### src/rtl/dac_adapter_pkg.sv
package dac_adapter_pkg;
  // cycles frame_n stays low for a word of w bits: two per bit plus one hold
  function automatic int frame_low_cycles(input int w);
    return 2 * w + 1;
  endfunction
endpackage

### src/rtl/dac_word_pack.sv
module dac_word_pack #(
  parameter int CTRL_W   = 8,
  parameter int DATA_W   = 8,
  parameter int CHAN_BIT = 2,
  localparam int WORD_W  = CTRL_W + DATA_W
) (
  input  logic              chan_sel,
  input  logic [CTRL_W-1:0] cfg_in,
  input  logic [DATA_W-1:0] data_in,
  output logic [WORD_W-1:0] word
);
  logic [CTRL_W-1:0] ctrl;

  for (genvar i = 0; i < CTRL_W; i++) begin : g_ctrl
    if (i == CHAN_BIT) begin : g_chan
      assign ctrl[i] = chan_sel;
    end else begin : g_cfg
      assign ctrl[i] = cfg_in[i];
    end
  end

  assign word = {ctrl, data_in};
endmodule

### src/rtl/dac_seq_ctrl.sv
module dac_seq_ctrl #(
  parameter int WORD_W  = 16,
  localparam int LAST   = 2 * WORD_W,
  localparam int STEP_W = $clog2(LAST + 1)
) (
  input  logic clk,
  input  logic rst,
  input  logic wr_stb,
  output logic load,
  output logic shift_en,
  output logic busy,
  output logic frame_n,
  output logic sclk
);
  logic [STEP_W-1:0] step;

  assign load     = wr_stb && !busy;
  assign shift_en = busy && step[0] && (step < STEP_W'(LAST));

  always_ff @(posedge clk) begin
    if (rst) begin
      busy    <= 1'b0;
      frame_n <= 1'b1;
      sclk    <= 1'b0;
      step    <= '0;
    end else if (load) begin
      busy    <= 1'b1;
      frame_n <= 1'b0;
      sclk    <= 1'b0;
      step    <= '0;
    end else if (busy) begin
      step <= step + 1'b1;
      if (step < STEP_W'(LAST)) sclk <= ~sclk;
      if (step == STEP_W'(LAST)) begin
        busy    <= 1'b0;
        frame_n <= 1'b1;
        sclk    <= 1'b0;
      end
    end
  end


  step_range_chk: assert property (@(posedge clk) disable iff (rst)
    busy |-> step <= STEP_W'(LAST));
endmodule

### src/rtl/dac_shift_out.sv
module dac_shift_out #(
  parameter int WORD_W = 16
) (
  input  logic              clk,
  input  logic              rst,
  input  logic              load,
  input  logic              shift_en,
  input  logic [WORD_W-1:0] word_in,
  output logic              sdout
);
  logic [WORD_W-1:0] sreg;

  always_ff @(posedge clk) begin
    if (rst) begin
      sreg  <= '0;
      sdout <= 1'b0;
    end else if (load) begin
      sdout <= word_in[WORD_W-1];
      sreg  <= {word_in[WORD_W-2:0], 1'b0};
    end else if (shift_en) begin
      sdout <= sreg[WORD_W-1];
      sreg  <= {sreg[WORD_W-2:0], 1'b0};
    end
  end


  shift_excl_chk: assert property (@(posedge clk) disable iff (rst)
    !(load && shift_en));
endmodule

### src/rtl/dac_ser_adapter.sv
module dac_ser_adapter
  import dac_adapter_pkg::*;
#(
  parameter int CTRL_W   = 8,
  parameter int DATA_W   = 8,
  parameter int CHAN_BIT = 2,
  localparam int WORD_W  = CTRL_W + DATA_W,
  localparam int LOW_CYC = frame_low_cycles(WORD_W),
  localparam int CNT_W   = $clog2(LOW_CYC + 2)
) (
  input  logic              clk,
  input  logic              rst,
  input  logic              wr_stb,
  input  logic              chan_sel,
  input  logic [CTRL_W-1:0] cfg_in,
  input  logic [DATA_W-1:0] data_in,
  output logic              busy,
  output logic              frame_n,
  output logic              sclk,
  output logic              sdout
);
  logic [WORD_W-1:0] word;
  logic load, shift_en;

  dac_word_pack #(.CTRL_W(CTRL_W), .DATA_W(DATA_W), .CHAN_BIT(CHAN_BIT)) u_pack (
    .chan_sel(chan_sel), .cfg_in(cfg_in), .data_in(data_in), .word(word));

  dac_seq_ctrl #(.WORD_W(WORD_W)) u_seq (
    .clk(clk), .rst(rst), .wr_stb(wr_stb), .load(load), .shift_en(shift_en),
    .busy(busy), .frame_n(frame_n), .sclk(sclk));

  dac_shift_out #(.WORD_W(WORD_W)) u_shift (
    .clk(clk), .rst(rst), .load(load), .shift_en(shift_en),
    .word_in(word), .sdout(sdout));

  // checker-side count of frame low cycles
  logic [CNT_W-1:0] low_cnt;
  always_ff @(posedge clk) begin
    if (rst || frame_n) low_cnt <= '0;
    else                low_cnt <= low_cnt + 1'b1;
  end


  frame_len_chk: assert property (@(posedge clk) disable iff (rst)
    $rose(frame_n) |-> low_cnt == CNT_W'(LOW_CYC));

  idle_lines_chk: assert property (@(posedge clk) disable iff (rst)
    !busy |-> (!sclk && frame_n));

  busy_frame_chk: assert property (@(posedge clk) disable iff (rst)
    $rose(busy) |-> $fell(frame_n));

  data_edge_chk: assert property (@(posedge clk) disable iff (rst)
    !$stable(sdout) |-> ($fell(sclk) || $fell(frame_n)));

  sclk_pulse_chk: assert property (@(posedge clk) disable iff (rst)
    $rose(sclk) |=> $fell(sclk));
endmodule

### config.mk
export PLATFORM = sky130hd
export DESIGN_NAME = dac_ser_adapter
export DESIGN_NICKNAME = d
export VERILOG_FILES = /design/src/rtl/dac_adapter_pkg.sv /design/src/rtl/dac_word_pack.sv /design/src/rtl/dac_seq_ctrl.sv /design/src/rtl/dac_shift_out.sv /design/src/rtl/dac_ser_adapter.sv
export SDC_FILE = /design/constraint.sdc
export NUM_CORES = 1
export LEC_CHECK = 0
export BUFFER_PORTS_ARGS = -buffer_cell sky130_fd_sc_hd__buf_2
export CAP_MARGIN = 20
export CORE_MARGIN = 2
export CORE_UTILIZATION = 55
export CTS_BUF_LIST = sky130_fd_sc_hd__clkbuf_16
export CTS_CLUSTER_DIAMETER = 30
export DETAILED_ROUTE_END_ITERATION = 12
export PLACE_DENSITY = 0.8
export SLEW_MARGIN = 10
export SYNTH_ARGS = -nofsm -noshare
export SYNTH_HDL_FRONTEND = slang
export SYNTH_SLANG_ARGS = --single-unit
### constraint.sdc
create_clock -name clk -period 4.13 [get_ports clk]
set_input_delay 0.413 -clock clk [delete_from_list [all_inputs] [get_ports clk]]
set_output_delay 0.413 -clock clk [all_outputs]
set_load 0.005 [all_outputs]
==> metrics.yaml <==
sta:
  hold_viol: 0
  worst_slew_pin_slew_ns: 0.769
  setup_viol: 0
  fin_skew_ns: 0.00262
  worst_slack_ns: 2.37
  relSlewSlack: 0.488
  min_period_over_period: 0.426
  clock.fmax_mhz: 568
  slew_violations: 0
  min_period_ns: 1.76
  rsz0062_at_grt: "false"
  tns_ns: 0
power:
  ir_worst_vdd_v: 0.000264
  leakage_nw: 0.532
  p_per_area_mw_per_mm2: 411
  power_w: 0.000545
clock_network:
  cts_hold_buffers: 0
  cts_setup_buffers: 0
  insertion_delay_ns: 0.25
  clockRootBuffer: "clkbuf_16"
  post_cts_resized: 0
  numClockSinks: 25
  cts_buffers: 3
  clkTransAtPathRegs_ns: 0.06
  clockBufferDepth: 2
  h-tree-depth: 1
  cts_tree: "built"
grt:
  track_usage: 0.192
  grt_busiest_layer: "met2"
  gr-usage-met3: 0.0268
  grt_pass1_wl_um: 3770
  use_met1: 0.248
  antenna_found_initial: 0
  use_met2: 0.329
  grt_max_degree: 19
  grt_pass1_vias: 880
  grt-ovfl-total: 0
place:
  post_dp_cell_area_mm2: 0.00125
  gp_congestion: 0.705
  post-dp-hpwl_um: 1530
  pre_cts_slack_ns: 2.40
  port_buffers: 22
die:
  fp.dieW_um: 50.3
  core_mm2: 0.00200
  top_level_ports: 24
  start_util: 0.589
  rows: 16
  dieArea_mm2: 0.00253
  die_y_um: 50.3
setup_path:
  ff2ff_setup_slack_ns: 2.37
  crit_end: "u_shift.sreg[5]$_SDFFE_PP0P_"
  critPathMaxFanout: 15
  crit_required_ns: 4.32
  cp-start-kind: "flop"
  cp-end-kind: "flop"
  worstPathArrival_ns: 1.95
  rr_endpoint: "u_shift.sreg[5]$_SDFFE_PP0P_"
  rr_startpoint: "u_seq.busy$_SDFF_PP0_"
  worst-setup-path-type: "reg -> reg"
  reg2regPathDepth: 3
  critPathLaunch: "u_seq.busy$_SDFF_PP0_"
detailed_routing:
  via_per_inst: 5.55
  firstDrtPassIters: 5
  routedWlPerCell_um: 12.8
  drcViolationCount: 0
  detail-route-antenna-nets: 0
  wl_um: 2250
  vias: 976
  detail_route.iter0.violations: 16
synth:
  ys_types: 31
  synth_warnings: 0
  yosysSeqAreaShare: 0.424
  yosys-top-cells-area: "dfxtp_1, a21oi_2, o21ai_0"
  synth.avg_cell_area_um2: 8.94
  synth_area_leader_cell: "dfxtp_1"
  synth-main-ff-cell: "dfxtp_1"
  netlist_instances: 132
  syn_area_mm2: 0.00118
  synthArstFlopShare: 0
  yosysTopAreaCellShare: 0.424
  synth.top_cells.by_count: "dfxtp_1, a21oi_2, nand2_1"
  synth_edf_count: 0
  ys_seq_elements: 25
  yosysMostFrequentCell: "dfxtp_1"
  synth_nets: 154
min_path:
  holdPathStages: 2
  worstHoldPathType: "in -> reg"
final_layout:
  stdcell_area_mm2: 0.00133
  multiInputGateArea_um2: 592
  drive_gt1_frac: 0.315
  fin_nets: 172
  area_growth_pct: 12.4
  seqCellArea_um2: 500
  antenna_cells: 0
  fill_cells: 175
flow_run:
  maxCapViolCount: 0
status:
  status: "finished, final reports clean"
where the power goes:
group          internal [W]  switching (W)   total, W
clock network      0.000129      0.0000806   0.000210
logic             0.0000285      0.0000360  0.0000644
registers          0.000257      0.0000131   0.000270
flip-flops by register name, summed over array words and instances, names as in the netlist:
name           count
u_seq.busy         1
u_seq.step         6
u_shift.sreg      15
u_shift.sdout      1
u_seq.frame_n      1
u_seq.sclk         1
worst min path at each step:
stage | slack [ns] | from | endpoint
after CTS | 0.36 | rst | u_shift.sreg[1]$_SDFFE_PP0P_
after global placement | 0.44 | u_shift.sdout$_SDFFE_PP0P_ | u_shift.sdout$_SDFFE_PP0P_
after detailed placement | 0.45 | u_seq.frame_n$_SDFFE_PP1P_ | u_seq.frame_n$_SDFFE_PP1P_
final | 0.36 | rst | u_shift.sreg[1]$_SDFFE_PP0P_
after floorplan | 0.43 | u_shift.sreg[2]$_SDFFE_PP0P_ | u_shift.sreg[2]$_SDFFE_PP0P_
after global routing | 0.38 | rst | u_shift.sreg[1]$_SDFFE_PP0P_
cell usage in the layout, fill, tap and decap left out, types with 2 or more instances in the layout:
cell type	count
ha_1	2
nand2_1	19
dfxtp_1	25
inv_1	4
a21oi_1	12
a21oi_2	20
nor2_1	6
xnor2_1	2
buf_2	22
o21ai_0	15
xor2_1	3
nor3_1	2
clkbuf_16	3
critical path: stages, from the launching register on:
cell and delay (ns):
dfxtp_1 0.60, and3b_1 0.75, a21oi_1 0.17, a21oi_1 0.17
routing by layer:
| layer | wire length, um | vias up |
|---|---|---|
| met4 | 29 | 0 |
| li1 | - | 487 |
| met1 | 1050 | 468 |
| met2 | 1100 | 17 |
| met3 | 73 | 4 |
| met5 | 0 | - |
cell families after synthesis:
logic type	share of synthesized area
flops	0.424
buf+inv	0.0742
simple gates	0.160
compound gates	0.275
fa+ha+maj	0.0212
xor+xnor	0.0371
mux	0.00848
area by class of cell:
| type | count | area share |
|---|---|---|
| well taps | 27 | 0.0255 |
| clock inverters | 1 | 0.00283 |
| flip-flops and latches | 25 | 0.377 |
| repair buffers | 22 | 0.0830 |
| clock buffers | 3 | 0.0566 |
| inverters | 3 | 0.00849 |
| multi-input cells | 95 | 0.446 |
through the flow:
stage                     instances  utilization  hold WS, ns
final                           176        0.663        0.359
after global routing            176        0.663        0.378
after CTS                       176        0.663        0.360
after detailed placement        172        0.623        0.448
after global placement          172        0.623        0.437
after floorplan                 132            -        0.430
No activity file was read; power rests on OpenSTA's default activity.
